--- src/rtl/crc24u_pkg.sv ---
package crc24u_pkg;

  // Generator taps below the implicit leading term D^24.
  localparam logic [23:0] CRC24U_POLY_DEF = 24'hB2B117;

  typedef enum logic [1:0] {
    ST_IDLE = 2'd0,
    ST_RECV = 2'd1,
    ST_EMIT = 2'd2
  } ctl_state_e;

endpackage

--- src/rtl/crc_serial_core.sv ---
module crc_serial_core #(
  parameter int unsigned     W    = 24,
  parameter logic [W-1:0]    POLY = 24'hB2B117
) (
  input  logic         clk,
  input  logic         rst_n,
  input  logic         load,
  input  logic         step,
  input  logic         din,
  output logic [W-1:0] state
);

  // One step of the shift-and-reduce division (remainder of M(x)*x^W).
  function automatic logic [W-1:0] adv(input logic [W-1:0] s, input logic b);
    logic [W-1:0] r;
    r = {s[W-2:0], 1'b0};
    if (b ^ s[W-1]) r = r ^ POLY;
    return r;
  endfunction

  // State reached after W leading one-bits from an empty register.
  function automatic logic [W-1:0] seed_fn();
    logic [W-1:0] s;
    s = '0;
    for (int i = 0; i < int'(W); i++) s = adv(s, 1'b1);
    return s;
  endfunction

  localparam logic [W-1:0] SEED = seed_fn();

  logic [W-1:0] rem_q;
  logic [W-1:0] rem_step;
  logic [W-1:0] rem_d;
  logic         fb;

  assign fb = din ^ rem_q[W-1];

  for (genvar i = 0; i < int'(W); i++) begin : g_tap
    if (i == 0) begin : g_lsb
      assign rem_step[i] = POLY[i] & fb;
    end else begin : g_up
      assign rem_step[i] = rem_q[i-1] ^ (POLY[i] & fb);
    end
  end

  always_comb begin
    rem_d = rem_q;
    if (load)      rem_d = SEED;
    else if (step) rem_d = rem_step;
  end

  always_ff @(posedge clk or negedge rst_n) begin
    if (!rst_n) rem_q <= '0;
    else        rem_q <= rem_d;
  end

  assign state = rem_q;

endmodule

--- src/rtl/crc_rx_window.sv ---
module crc_rx_window #(
  parameter int unsigned W = 24
) (
  input  logic         clk,
  input  logic         rst_n,
  input  logic         clr,
  input  logic         shift,
  input  logic         din,
  output logic [W-1:0] win
);

  logic [W-1:0] win_q;
  logic [W-1:0] win_d;

  always_comb begin
    win_d = win_q;
    if (clr)        win_d = '0;
    else if (shift) win_d = {win_q[W-2:0], din};
  end

  always_ff @(posedge clk or negedge rst_n) begin
    if (!rst_n) win_q <= '0;
    else        win_q <= win_d;
  end

  assign win = win_q;

endmodule

--- src/rtl/crc_frame_ctrl.sv ---
module crc_frame_ctrl
  import crc24u_pkg::*;
#(
  parameter int unsigned W    = 24,
  parameter int unsigned ID_W = 16,
  parameter int unsigned MAXP = 140
) (
  input  logic            clk,
  input  logic            rst_n,
  input  logic            chk_mode,
  input  logic [ID_W-1:0] ident,
  input  logic            frm_start,
  input  logic            frm_end,
  input  logic            bit_vld,
  input  logic [W-1:0]    crc_state,
  input  logic [W-1:0]    win_state,
  output logic            core_load,
  output logic            core_step,
  output logic            core_sel_win,
  output logic            win_clr,
  output logic            win_shift,
  output logic            par_vld,
  output logic            par_bit,
  output logic            busy,
  output logic            res_vld,
  output logic            res_pass,
  output logic            res_err
);

  localparam int unsigned CNT_TOP = MAXP + W + 1;
  localparam int unsigned CNT_W   = $clog2(CNT_TOP + 1);
  localparam int unsigned IDX_W   = $clog2(W);
  localparam logic [CNT_W-1:0] CNT_SAT  = CNT_W'(CNT_TOP);
  localparam logic [CNT_W-1:0] LEN_PAR  = CNT_W'(W);
  localparam logic [CNT_W-1:0] LEN_GMAX = CNT_W'(MAXP);
  localparam logic [CNT_W-1:0] LEN_CMAX = CNT_W'(MAXP + W);
  localparam logic [IDX_W-1:0] IDX_LAST = IDX_W'(W - 1);

  ctl_state_e       state_q, state_d;
  logic             mode_q, mode_d;
  logic [ID_W-1:0]  id_q, id_d;
  logic [CNT_W-1:0] cnt_q, cnt_d;
  logic [IDX_W-1:0] idx_q, idx_d;
  logic [W-1:0]     sr_q, sr_d;
  logic             rv_q, rv_d;
  logic             rp_q, rp_d;
  logic             re_q, re_d;

  logic         accept_start;
  logic         bit_take;
  logic         cnt_full;
  logic         len_bad;
  logic [W-1:0] id_ext;
  logic         match;

  assign accept_start = (state_q == ST_IDLE) && frm_start;
  assign bit_take     = (state_q == ST_RECV) && bit_vld && !frm_end;
  assign cnt_full     = (cnt_q >= LEN_PAR);
  assign len_bad      = mode_q ? ((cnt_q <= LEN_PAR) || (cnt_q > LEN_CMAX))
                               : ((cnt_q == '0) || (cnt_q > LEN_GMAX));
  assign id_ext       = {{(W-ID_W){1'b0}}, id_q};
  assign match        = ((crc_state ^ id_ext) == win_state);

  // Next-state logic
  always_comb begin
    state_d = state_q;
    mode_d  = mode_q;
    id_d    = id_q;
    cnt_d   = cnt_q;
    idx_d   = idx_q;
    sr_d    = sr_q;
    rv_d    = 1'b0;
    rp_d    = 1'b0;
    re_d    = 1'b0;
    unique case (state_q)
      ST_IDLE: begin
        if (frm_start) begin
          state_d = ST_RECV;
          mode_d  = chk_mode;
          id_d    = ident;
          cnt_d   = '0;
        end
      end
      ST_RECV: begin
        if (frm_end) begin
          if (len_bad) begin
            rv_d    = 1'b1;
            re_d    = 1'b1;
            state_d = ST_IDLE;
          end else if (mode_q) begin
            rv_d    = 1'b1;
            rp_d    = match;
            state_d = ST_IDLE;
          end else begin
            sr_d    = crc_state ^ id_ext;
            idx_d   = '0;
            state_d = ST_EMIT;
          end
        end else if (bit_vld && (cnt_q != CNT_SAT)) begin
          cnt_d = cnt_q + 1'b1;
        end
      end
      ST_EMIT: begin
        sr_d  = {sr_q[W-2:0], 1'b0};
        idx_d = idx_q + 1'b1;
        if (idx_q == IDX_LAST) state_d = ST_IDLE;
      end
      default: state_d = ST_IDLE;
    endcase
  end

  // Registers
  always_ff @(posedge clk or negedge rst_n) begin
    if (!rst_n) begin
      state_q <= ST_IDLE;
      mode_q  <= 1'b0;
      id_q    <= '0;
      cnt_q   <= '0;
      idx_q   <= '0;
      sr_q    <= '0;
      rv_q    <= 1'b0;
      rp_q    <= 1'b0;
      re_q    <= 1'b0;
    end else begin
      state_q <= state_d;
      mode_q  <= mode_d;
      id_q    <= id_d;
      cnt_q   <= cnt_d;
      idx_q   <= idx_d;
      sr_q    <= sr_d;
      rv_q    <= rv_d;
      rp_q    <= rp_d;
      re_q    <= re_d;
    end
  end

  assign core_load    = accept_start;
  assign core_step    = bit_take && (!mode_q || cnt_full);
  assign core_sel_win = mode_q;
  assign win_clr      = accept_start;
  assign win_shift    = bit_take && mode_q;

  assign par_vld  = (state_q == ST_EMIT);
  assign par_bit  = sr_q[W-1];
  assign busy     = (state_q != ST_IDLE);
  assign res_vld  = rv_q;
  assign res_pass = rp_q;
  assign res_err  = re_q;

endmodule

--- src/rtl/ctl_crc24_unit.sv ---
module ctl_crc24_unit
  import crc24u_pkg::*;
#(
  parameter int unsigned         CRC_W       = 24,
  parameter int unsigned         ID_W        = 16,
  parameter int unsigned         MAX_PAYLOAD = 140,
  parameter logic [CRC_W-1:0]    CRC_POLY    = CRC24U_POLY_DEF
) (
  input  logic            clk,
  input  logic            rst_n,
  input  logic            chk_mode,
  input  logic [ID_W-1:0] ident,
  input  logic            frm_start,
  input  logic            frm_end,
  input  logic            bit_vld,
  input  logic            bit_dat,
  output logic            par_vld,
  output logic            par_bit,
  output logic            busy,
  output logic            res_vld,
  output logic            res_pass,
  output logic            res_err
);

  logic [CRC_W-1:0] crc_state;
  logic [CRC_W-1:0] win_state;
  logic             core_load;
  logic             core_step;
  logic             core_sel_win;
  logic             win_clr;
  logic             win_shift;
  logic             core_din;

  // Check mode feeds the remainder only with bits that have left the window.
  assign core_din = core_sel_win ? win_state[CRC_W-1] : bit_dat;

  crc_serial_core #(
    .W    (CRC_W),
    .POLY (CRC_POLY)
  ) u_core (
    .clk   (clk),
    .rst_n (rst_n),
    .load  (core_load),
    .step  (core_step),
    .din   (core_din),
    .state (crc_state)
  );

  crc_rx_window #(
    .W (CRC_W)
  ) u_win (
    .clk   (clk),
    .rst_n (rst_n),
    .clr   (win_clr),
    .shift (win_shift),
    .din   (bit_dat),
    .win   (win_state)
  );

  crc_frame_ctrl #(
    .W    (CRC_W),
    .ID_W (ID_W),
    .MAXP (MAX_PAYLOAD)
  ) u_ctrl (
    .clk          (clk),
    .rst_n        (rst_n),
    .chk_mode     (chk_mode),
    .ident        (ident),
    .frm_start    (frm_start),
    .frm_end      (frm_end),
    .bit_vld      (bit_vld),
    .crc_state    (crc_state),
    .win_state    (win_state),
    .core_load    (core_load),
    .core_step    (core_step),
    .core_sel_win (core_sel_win),
    .win_clr      (win_clr),
    .win_shift    (win_shift),
    .par_vld      (par_vld),
    .par_bit      (par_bit),
    .busy         (busy),
    .res_vld      (res_vld),
    .res_pass     (res_pass),
    .res_err      (res_err)
  );

endmodule

--- config.mk ---
export PLATFORM = sky130hd
export DESIGN_NAME = ctl_crc24_unit
export DESIGN_NICKNAME = d
export VERILOG_FILES = /design/src/rtl/crc24u_pkg.sv /design/src/rtl/crc_serial_core.sv /design/src/rtl/crc_rx_window.sv /design/src/rtl/crc_frame_ctrl.sv /design/src/rtl/ctl_crc24_unit.sv
export SDC_FILE = /design/constraint.sdc
export NUM_CORES = 1
export LEC_CHECK = 0
export BUFFER_PORTS_ARGS = -buffer_cell sky130_fd_sc_hd__buf_4
export CAP_MARGIN = 20
export CELL_PAD_IN_SITES_DETAIL_PLACEMENT = 1
export CELL_PAD_IN_SITES_GLOBAL_PLACEMENT = 2
export CORE_MARGIN = 5
export CORE_UTILIZATION = 40
export DETAILED_ROUTE_END_ITERATION = 8
export GPL_ROUTABILITY_DRIVEN = 0
export GPL_TIMING_DRIVEN = 1
export PLACE_DENSITY = 0.87
export REMOVE_ABC_BUFFERS = 1
export SETUP_SLACK_MARGIN = 0.15
export SYNTH_ARGS = -nofsm -noshare
export SYNTH_HDL_FRONTEND = slang
export SYNTH_SLANG_ARGS = --single-unit
--- constraint.sdc ---
create_clock -name clk -period 2.3 [get_ports clk]
set_clock_uncertainty 0.15 [all_clocks]
set_input_delay 0.345 -clock clk [delete_from_list [all_inputs] [get_ports clk]]
set_output_delay 0.345 -clock clk [all_outputs]
set_load 0.01 [all_outputs]
# --- Word-level counts from Yosys, hierarchy flattened ---
# Index checks and enable logic that the tools add are counted.
totals:
  register_bits: 107
  latch_bits: 0
  ram_bits: 0
  rom_bits: 0
  in_bits: 23
  output_inout_bits: 6
  word_cells: 99
  n_memories: 0
op_classes:
  n_addsub: 2
  n_mul: 0
  div: 0
  order_cmp: 4
  eq_ne: 12
  shifts: 0
  muxes: 35
  bitwise_logic: 13
  n_reduce_logical: 22
ops:
  columns: ["operator", "count"]
  rows:
  - ["2-to-1 mux 24 bit", 7]
  - ["case mux 24 bit (2 select lines)", 1]
  - ["equality test 24 bit", 1]
  - ["2-to-1 mux 8 bit", 3]
  - ["XOR 24 x 16 -> 24 bit", 1]
  - ["> comparator 8 bit (second input constant)", 2]
  - ["case mux 8 bit (2 select lines)", 1]
  - ["2-to-1 mux 5 bit", 3]
  - ["2-to-1 mux 1 bit", 13]
  - ["inequality test 2 bit (second input constant)", 6]
  - ["XOR 1 bit", 12]
  - ["2-to-1 mux 2 bit", 5]
  - ["case mux 5 bit (2 select lines)", 1]
  - ["nonzero test 2 bit", 5]
  - ["adder 8 x 1 -> 8 bit (second input constant)", 1]
  - [">= comparator 8 x 5 -> 1 bit (second input constant)", 1]
  - ["less-or-equal comparator 8 x 5 -> 1 bit (second input constant)", 1]
  - ["zero test 8 bit", 1]
  - ["inequality test 8 bit (second input constant)", 1]
  - ["AND reduction 4 bit", 2]
  - ["logical AND 1 bit", 6]
  - ["case mux 2 bit (3 select lines)", 1]
  - ["adder 5 x 1 -> 5 bit (second input constant)", 1]
  - ["equality test 5 bit (second input constant)", 1]
  - ["other kinds (8)", 11]

# --- Logic depth before layout (Yosys ltp) ---
# Gate-level depths: netlist of run 1.
depth:
  ltp_word: 6
  depth_mapped: 7
  depth_no_buf: 6

# --- Hierarchy ---
# Synthesis of run 1 repeated with hierarchy kept, for this count alone.
hier_totals:
  cells_unflattened: 527
  area_unflattened_um2: 5298.8
by_module_without_submodules:
  columns: ["mod", "n_inst", "cells_per_inst", "area_per_inst_um2", "seq_area_each_um2"]
  rows:
  - ["crc_frame_ctrl", 1, 347, 3171.8, 1476.4]
  - ["crc_serial_core", 1, 102, 1122.3, 600.6]
  - ["crc_rx_window", 1, 77, 989.7, 600.6]
  - ["ctl_crc24_unit", 1, 1, 15.0, 0.0]

# --- Worst setup path after synthesis of run 1 ---
# No wires, ideal clock.
synth_path:
  path_type: "register -> register"
  startpoint: "reg u_ctrl.cnt_q[0]"
  endpoint: "reg u_ctrl.sr_q[14]"
  setup_ns: 0.126
  t_arrival_ns: 1.774
  t_required_ns: 2.024
  setup_slack_ns: 0.250
  stages_incl_launch_ff: 8
  n_path_buf: 1
  period_less_slack_ns: 2.050
  cell_sequence: "dfrtp_1 -> inv_1 -> ha_1 -> nor4b_4 -> a2111oi_4 -> buf_6 -> a21oi_1 -> a221o_1"
synth_between:
  elab_chain_len: 5
  word_cells_on_any_way: 9
  classes_between: "3 x order compare; 1 x eq/ne; 1 x mux; 4 x reduce/logical"
synth_lines:
  columns: ["element", "line", "rtl"]
  rows:
  - ["start: declaration", "crc_frame_ctrl.sv:42", "logic [CNT_W-1:0] cnt_q, cnt_d;"]
  - ["start signal: assignment", "crc_frame_ctrl.sv:128", "cnt_q <= cnt_d;"]
  - ["> comparator 8 bit, or another cell as far along", "crc_frame_ctrl.sv:60", ": ((cnt_q == '0) || (cnt_q > LEN_GMAX));"]
  - ["logical OR 1 bit, on equally long branches", "crc_frame_ctrl.sv:60, crc_frame_ctrl.sv:59", null]
  - ["2-to-1 mux 1 bit (*)", "crc_frame_ctrl.sv:59", "assign len_bad = mode_q ? ((cnt_q <= LEN_PAR) || (cnt_q > LEN_CMAX))"]
  - ["inequality test 2 bit (no source line) (*)", null, null]
  - ["AND reduction 4 bit (no source line) (*)", null, null]
  - ["end signal: assignment", "crc_frame_ctrl.sv:130", "sr_q <= sr_d;"]
  - ["end: declaration", "crc_frame_ctrl.sv:44", "logic [W-1:0] sr_q, sr_d;"]
# Every way passes the cells marked *; elsewhere a longest branch is shown, timed or not.
# A chain may end at the register's enable or synchronous reset.

# --- Final worst setup path of run 1 ---
layout_path:
  startpoint: "reg u_ctrl.cnt_q[5]"
  endpoint: "reg u_ctrl.sr_q[4]"
# The elaborated chain is that of the path after synthesis.

==> results.toml, run 1 <==
[worst_setup_path]
criticalPathCategory = "reg2reg"
worst_path_largest_cell_delay_ps = 490
crit_path_end_kind = "flop"
worstPathArrival_ps = 2190
crit_path_top_delay_cell = "sky130_fd_sc_hd__dfrtp_1"
worstPathMaxFanout = 8
crit_chain = "o21a_1 -> a2111oi_4 -> buf_4 -> clkbuf_4 -> a21oi_1 -> a221o_1"
timing.critical_path.from_type = "flop"
critical_path_required_ps = 2390
critPathTopFamily = "compound AO/OA/AOI/OAI gates"
critical_path_buf_inv_count = 2

[yosys]
synth_top_cell_area_share = 0.491
ys_async_sr_fraction = 1.00
ys_dominant_reg_cell = "sky130_fd_sc_hd__dfrtp_1"
avg_synthesized_cell_area_um2 = 9.80
synth_seq_area_share = 0.491
netlist_top_cells_area = "sky130_fd_sc_hd__dfrtp_1 (49%), sky130_fd_sc_hd__nand2_1 (10%), sky130_fd_sc_hd__xnor3_1 (4.5%)"
syn-cell-area_um2 = 5450
synth_cell_type_count = 51
synth_seq_cells = 107
syn-instance-count = 556
synth_area_leader_cell = "sky130_fd_sc_hd__dfrtp_1"
number_of_synthesized_flops_with_an_enable_pin = 0
synth_warnings = 0

[grt]
antenna_found_initial = 0
track_usage = 0.178
grt_util_met1 = 0.247
met3_global_route_usage = 0.0408
met2_layer_usage_reported_by_global_route = 0.284
grt_pass1_wl_um = 23000
grt_start_max_net_pins = 46
gr-max-usage-layer = "met2"
vias_in_the_first_global_route = 4357
globalRoute.totalOverflow = 0

[sta]
setup_repair_after_global_routing_missed_its_margin = "yes"
period_needed_ps = 2100
max_clock_freq_mhz = 476
layout_worst_path_cycle_share = 0.914
fin_setup_tns_ps = 0
relSlewSlack = 0.563
final-setup-viol-count = 0
timing_hold_violations_final = 0
timing_worst_slew_pin_value_ps = 655
fin_worst_hold_slack_ps = 15.3
post-route-worst-setup-slack_ps = 198
timing.final.max_slew_violations = 0

[place]
portBuffers = 28
dpl_cell_area_um2 = 5860
detailedPlacementHpwl_um = 9840
pre_cts_slack_ps = 125

[finish]
layout-drive-gt1-share = 0.138
final_core_utilization = 0.468
n_diodes = 0
flow.area_growth_from_synthesis_pct = 14.1
layout_net_count = 609
postLayoutCellArea_um2 = 6220

[clock_network]
cts.sinks = 107
clock_tree.buffer_depth = 2
worstSkewPairLatency_ps = 360
depth_of_the_cts_h_tree = 3
clock-root-buffer = "sky130_fd_sc_hd__clkbuf_16"
cts-buffers-inserted = 9
clkTransAtPathRegs_ps = 80
clock_tree_from_tritoncts = "yes"

[pwr]
power.net_switching_mw = 2.84
share_comb_of_total_power = 0.389
share_seq_of_total_power = 0.408
clock_power_share = 0.203
power.static_leakage_nw = 2.96
swShare = 0.380
max_ir_drop_vdd_mv = 0.464
pwr_density_cell_nw_per_um2 = 1200
p_int_mw = 4.64

[floorplanning]
dieArea_um2 = 16100
ioPinCount = 29
design.core.area_um2 = 13300
initial_utilization = 0.410
dieHeight_um = 127
rows = 42
floorplan.die.width_um = 127

[detailed_routing]
route.detailed.vias_per_inst = 5.40
drtIter0Drc = 255
wl_um = 14000
drt-wirelength-per-cell_um = 18.3
vias = 4118
drc = 0
drt_pre_antenna_iters = 4
ant_nets = 0

[run]
cap_viol_max_count = 0

[hold_path]
min-delay-path-class = "in2reg"

[outcome]
status = "finished clean"
-- final cells by class --
type                       count  area [um^2]
clock inverter                 7         57.6
inverter                      16         60.1
multi-input combinational    396         2540
sequential                   107         2680
clock buffer                   9          225
timing repair buffer          52          434
fill                        1508         7080
tap                          176          220
-- tightest hold or removal path, cell delays in order --
cell,delay [ps]
sky130_fd_sc_hd__buf_4,70
sky130_fd_sc_hd__nand2_1,40
sky130_fd_sc_hd__nand2_1,40
-- synthesized netlist by cell type, types with 5 or more instances --
| cell | number |
|---|---|
| sky130_fd_sc_hd__a221o_1 | 15 |
| sky130_fd_sc_hd__xnor2_1 | 19 |
| sky130_fd_sc_hd__o211ai_1 | 9 |
| sky130_fd_sc_hd__clkbuf_1 | 18 |
| sky130_fd_sc_hd__dfrtp_1 | 107 |
| sky130_fd_sc_hd__buf_2 | 7 |
| sky130_fd_sc_hd__a21oi_1 | 20 |
| sky130_fd_sc_hd__o21ai_0 | 11 |
| sky130_fd_sc_hd__buf_6 | 5 |
| sky130_fd_sc_hd__mux2i_1 | 9 |
| sky130_fd_sc_hd__a22o_1 | 6 |
| sky130_fd_sc_hd__nand4_1 | 10 |
| sky130_fd_sc_hd__nor2_1 | 8 |
| sky130_fd_sc_hd__nand2b_1 | 10 |
| sky130_fd_sc_hd__inv_1 | 16 |
| sky130_fd_sc_hd__nand3_1 | 49 |
| sky130_fd_sc_hd__xor2_1 | 25 |
| sky130_fd_sc_hd__xnor3_1 | 11 |
| sky130_fd_sc_hd__nand2_1 | 149 |
-- cell families (layout without fill, tap and decap cells) --
kind of cell,Yosys count,in the layout,share of synthesized area
AO/OA/AOI/OAI,84,84,0.115
XOR/XNOR,55,55,0.116
adder cells (fa/ha/maj),4,4,0.00918
buffers and inverters,54,84,0.0480
flip-flops,107,107,0.491
multiplexers,10,10,0.0186
AND/OR/NAND/NOR,242,243,0.202
-- power groups by stage --
stage | Combinational, mW | Sequential (mW) | Clock, mW
3_5_place_dp | 2.86 | 3.08 | 0
4_1_cts | 2.88 | 3.05 | 1.57
2_1_floorplan | 2.00 | 2.92 | 0
6_report | 2.92 | 3.05 | 1.52
3_3_place_gp | 2.71 | 3.06 | 0
5_1_grt | 3.22 | 3.13 | 1.64
-- routing by layer --
metal / share of wire / vias to the layer above
met5: 0 / -
met1: 0.47 / 2108
li1: - / 1948
met3: 0.028 / 17
met2: 0.49 / 45
met4: 0.014 / 0
-- state kept, by name (all words and copies together), names as in the netlist --
register             cells
u_ctrl.state_q           2
u_ctrl.res_pass          1
u_ctrl.res_err           1
u_ctrl.sr_q             24
u_ctrl.res_vld           1
u_ctrl.core_sel_win      1
u_ctrl.id_q             16
u_ctrl.cnt_q             8
u_core.state            24
u_ctrl.idx_q             5
u_win.win               24
-- repair_timing --
action | in CTS | in global routing
pin swaps | 0 | 1
gates resized for setup | 1 | 11
endpoints found under the setup margin | 8 | 32
endpoints found under the hold margin | 42 | 0
setup buffers | 0 | 2
hold buffers | 1 | 0
gates cloned | 0 | 2
-- placed cells by master, fill, tap and decap left out, types with 15 or more instances in the layout --
cell and count:
sky130_fd_sc_hd__a21oi_1 20, sky130_fd_sc_hd__inv_1 16, sky130_fd_sc_hd__xor2_1 25, sky130_fd_sc_hd__nand2_1 148, sky130_fd_sc_hd__buf_4 46, sky130_fd_sc_hd__dfrtp_1 105, sky130_fd_sc_hd__nand3_1 49, sky130_fd_sc_hd__a221o_1 15
sky130_fd_sc_hd__xnor2_1 19
-- per-stage QoR --
stage               std cells  power (mW)
floorplan                 518        4.92
global route              763        7.99
finish                    763        7.49
global placement          742        5.78
detailed placement        742        5.94
CTS                       759        7.49
-- path summary, 6_finish.rpt --
path	cells after the start	from	to	slack, ps
worst max register to register	6	u_ctrl.cnt_q[5]$_DFFE_PN0P_	u_ctrl.sr_q[4]$_DFFE_PN0P_	200
worst max-delay path	6	u_ctrl.cnt_q[5]$_DFFE_PN0P_	u_ctrl.sr_q[4]$_DFFE_PN0P_	200
min in group asynchronous	2	rst_n	u_win.win[22]$_DFFE_PN0P_	390
worst min-delay path	3	ident[12]	u_ctrl.id_q[12]$_DFFE_PN0P_	20
worst min register to register	2	u_ctrl.sr_q[20]$_DFFE_PN0P_	u_ctrl.sr_q[21]$_DFFE_PN0P_	350
max in group asynchronous	3	rst_n	u_ctrl.cnt_q[4]$_DFFE_PN0P_	940
No activity file was read; power rests on OpenSTA's default activity.
==> run 2: changes to the inputs <==
--- a/config.mk
+++ b/config.mk
@@ -10,13 +10,14 @@
 export CELL_PAD_IN_SITES_DETAIL_PLACEMENT = 1
 export CELL_PAD_IN_SITES_GLOBAL_PLACEMENT = 2
 export CORE_MARGIN = 5
-export CORE_UTILIZATION = 40
+export CORE_UTILIZATION = 36
 export DETAILED_ROUTE_END_ITERATION = 8
 export GPL_ROUTABILITY_DRIVEN = 0
-export GPL_TIMING_DRIVEN = 1
-export PLACE_DENSITY = 0.87
+export GPL_TIMING_DRIVEN = 0
+export PLACE_DENSITY = 0.83
 export REMOVE_ABC_BUFFERS = 1
 export SETUP_SLACK_MARGIN = 0.15
 export SYNTH_ARGS = -nofsm -noshare
 export SYNTH_HDL_FRONTEND = slang
+export SYNTH_HIERARCHICAL = 1
 export SYNTH_SLANG_ARGS = --single-unit
==> constraint.sdc (replaced) <==
create_clock -name clk -period 1.7 [get_ports clk]
set_clock_uncertainty 0.15 [all_clocks]
set_input_delay 0.255 -clock clk [delete_from_list [all_inputs] [get_ports clk]]
set_output_delay 0.255 -clock clk [all_outputs]
set_load 0.01 [all_outputs]
==> results.toml, run 2 <==
[place]
detailedPlacementHpwl_um = 8710
pre_cts_slack_ps = -1720
dpl_cell_area_um2 = 5700
placedCellCount = 715
portBuffers = 28

[worst_setup_path]
worstPathMaxFanout = 7
r2r_slack_ps = -610
worst-r2r-cell-count = 8
critical_path.reg2reg.endpoint = "u_core/state[2]$_DFFE_PN0P_"
startpoint_of_the_worst_slack_reg_to_reg_timing_path = "u_ctrl/state_q[1]$_DFFE_PN0P_"
worstPathArrival_ps = 2410
crit_path_end_kind = "flop"
critical_path_required_ps = 1800
criticalPathCategory = "reg2reg"
timing.critical_path.from_type = "flop"

[finish]
layout_net_count = 645
sequential_cell_area_um2 = 2690
postLayoutCellArea_um2 = 7240
fill_cells = 1559
final_core_utilization = 0.500
multi_input_comb_area_um2 = 2780
instances_no_fill = 805
layout-drive-gt1-share = 0.287
mostFrequentLayoutCell = "sky130_fd_sc_hd__dfrtp_1"
flow.area_growth_from_synthesis_pct = 36.6
most-common-layout-cells = "sky130_fd_sc_hd__dfrtp_1 (99), sky130_fd_sc_hd__nand2_1 (88), sky130_fd_sc_hd__buf_4 (59)"
n_diodes = 0

[detailed_routing]
wl_um = 17900
drc = 0
route.detailed.vias_per_inst = 5.54
drtIter0Drc = 339
drt-wirelength-per-cell_um = 22.3
ant_nets = 0
drt_pre_antenna_iters = 4
vias = 4461

[yosys]
syn-cell-area_um2 = 5300
synth_top_cell_area_share = 0.505
number_of_synthesized_flops_with_an_enable_pin = 0
ys_dominant_reg_cell = "sky130_fd_sc_hd__dfrtp_1"
synthMostInstantiatedCell = "sky130_fd_sc_hd__dfrtp_1"
synth_cell_type_count = 53
most_instantiated_cells_after_synthesis = "sky130_fd_sc_hd__dfrtp_1 (107), sky130_fd_sc_hd__nand2_1 (92), sky130_fd_sc_hd__nor2_1 (43)"
netlist_top_cells_area = "sky130_fd_sc_hd__dfrtp_1 (51%), sky130_fd_sc_hd__nand2_1 (6.5%), sky130_fd_sc_hd__mux2i_1 (6.2%)"
synth_seq_area_share = 0.505
avg_synthesized_cell_area_um2 = 10.1
synth_area_leader_cell = "sky130_fd_sc_hd__dfrtp_1"
syn-instance-count = 527
synth_warnings = 6
synth_seq_cells = 107
ys_async_sr_fraction = 1.00

[outcome]
status = "complete, but fails checks"
violations = "negative setup slack"

[clock_network]
depth_of_the_cts_h_tree = 3
clock_tree_from_tritoncts = "yes"
clock-root-buffer = "sky130_fd_sc_hd__clkbuf_16"
clock_tree.buffer_depth = 2
worstSkewPairLatency_ps = 350
cts-buffers-inserted = 9
cts.sinks = 107
clkTransAtPathRegs_ps = 70

[sta]
timing_worst_slew_pin_value_ps = 681
relSlewSlack = 0.546
timing_hold_violations_final = 0
max_clock_freq_mhz = 433
timing.final.max_slew_violations = 0
layout_worst_path_cycle_share = 1.36
setup_repair_after_global_routing_missed_its_margin = "yes"
final-setup-viol-count = 90
period_needed_ps = 2310
post-route-worst-setup-slack_ps = -611

[run]
cap_viol_max_count = 0

[grt]
vias_in_the_first_global_route = 4562
grt_start_max_net_pins = 61
track_usage = 0.182
antenna_found_initial = 0
globalRoute.totalOverflow = 0
grt_pass1_wl_um = 25300

[floorplanning]
design.core.area_um2 = 14500
floorplan.die.width_um = 131
ioPinCount = 29
dieHeight_um = 131
dieArea_um2 = 17200
rows = 44
initial_utilization = 0.366

[pwr]
power.static_leakage_nw = 3.12
max_ir_drop_vdd_mv = 0.716
pwr_density_cell_nw_per_um2 = 1630

[hold_path]
hold_path_depth = 2
timing.hold.worst.start = "frm_end"
holdPathEnd = "u_ctrl/state_q[0]$_DFFE_PN0P_"
min-delay-path-class = "in2reg"
==> run 2: cell types whose count changed in the layout (fill, tap and decap cells not counted), moves of 8 or more <==
cell and change:
sky130_fd_sc_hd__mux2i_1 +24, sky130_fd_sc_hd__nand2_1 -60, sky130_fd_sc_hd__nor2_1 +32, sky130_fd_sc_hd__nand2b_1 -10, sky130_fd_sc_hd__a21oi_1 -13, sky130_fd_sc_hd__inv_1 -11, sky130_fd_sc_hd__o211ai_1 +8, sky130_fd_sc_hd__dlygate4sd3_1 +17
sky130_fd_sc_hd__buf_4 +13, sky130_fd_sc_hd__a221o_1 -14, sky130_fd_sc_hd__xnor2_1 +17, sky130_fd_sc_hd__nand3_1 -15, sky130_fd_sc_hd__buf_6 +9, sky130_fd_sc_hd__xor2_1 -16
==> run 2: layer usage <==
| layer | global-route usage | wire length (um) | vias up |
|---|---|---|---|
| met5 | 0 | 0 | - |
| met4 | 0.0709 | 828 | 0 |
| met3 | 0.0187 | 672 | 48 |
| met2 | 0.318 | 9080 | 125 |
| met1 | 0.232 | 7360 | 2284 |
| li1 | - | - | 2004 |
==> run 2: through the flow <==
step                      hold slack [ps]  setup TNS [ps]  power, mW
after floorplan                      -191         -112930       6.48
after global placement                295         -250260       7.47
after detailed placement              176         -105860       7.78
after CTS                           -31.7          -29610       11.0
after global routing                 47.6          -35840       12.5
final                                25.9          -31410       11.8
==> run 2: power breakdown <==
part	total [mW]	switching, mW	internal [mW]
logic	5.64	2.99	2.65
clock network	2.06	0.956	1.10
registers	4.12	0.806	3.31
total	11.8	4.75	7.06
==> run 2: worst max path at each step <==
stage                                       start                     endpoint  slack (ps)  cells after the start
global route        u_ctrl/state_q[1]$_DFFE_PN0P_  u_core/state[4]$_DFFE_PN0P_        -650                      8
global placement    u_ctrl/state_q[1]$_DFFE_PN0P_  u_core/state[8]$_DFFE_PN0P_       -3700                      7
finish              u_ctrl/state_q[1]$_DFFE_PN0P_  u_core/state[2]$_DFFE_PN0P_        -610                      8
floorplan           u_ctrl/state_q[1]$_DFFE_PN0P_  u_core/state[1]$_DFFE_PN0P_       -1930                      7
detailed placement  u_ctrl/state_q[1]$_DFFE_PN0P_  u_ctrl/cnt_q[5]$_DFFE_PN0P_       -1720                      7
CTS                 u_ctrl/state_q[1]$_DFFE_PN0P_  u_core/state[8]$_DFFE_PN0P_        -490                      8
==> run 2: repair_timing <==
item,in CTS,in global routing
cloned,7,6
pin swaps,13,31
endpoints found under the setup margin,109,95
gates resized for setup,56,60
hold buffers,18,0
buffers inserted,27,19
hold endpoints to repair,65,0
==> run 2: critical path, cell delays in order (launching register included) <==
cell and delay, ps:
sky130_fd_sc_hd__dfrtp_2 470, sky130_fd_sc_hd__nand2b_4 180, sky130_fd_sc_hd__nor2_4 100, sky130_fd_sc_hd__nand2_2 90
sky130_fd_sc_hd__a31oi_4 220, sky130_fd_sc_hd__clkbuf_16 180, sky130_fd_sc_hd__clkinvlp_4 180, sky130_fd_sc_hd__or4_1 530
sky130_fd_sc_hd__o311ai_1 100
==> run 2: cell type report <==
type,count,area share
multi-input combinational,383,0.384
timing repair buffer,105,0.159
clock buffer,13,0.0374
clock inverter,1,0.00121
sequential,107,0.371
tap,184,0.0318
inverter,11,0.0135
timing repair inverter,1,0.00225
==> run 2: logic make-up (layout without fill, tap and decap cells) <==
logic type / after synthesis / count (layout) / synth area share
compound gates: 68 / 69 / 0.0864
xor+xnor: 51 / 51 / 0.0975
fa+ha+maj: 4 / 4 / 0.00945
buf+inv: 41 / 131 / 0.0411
flops: 107 / 107 / 0.505
mux: 34 / 34 / 0.0652
simple gates: 222 / 225 / 0.195
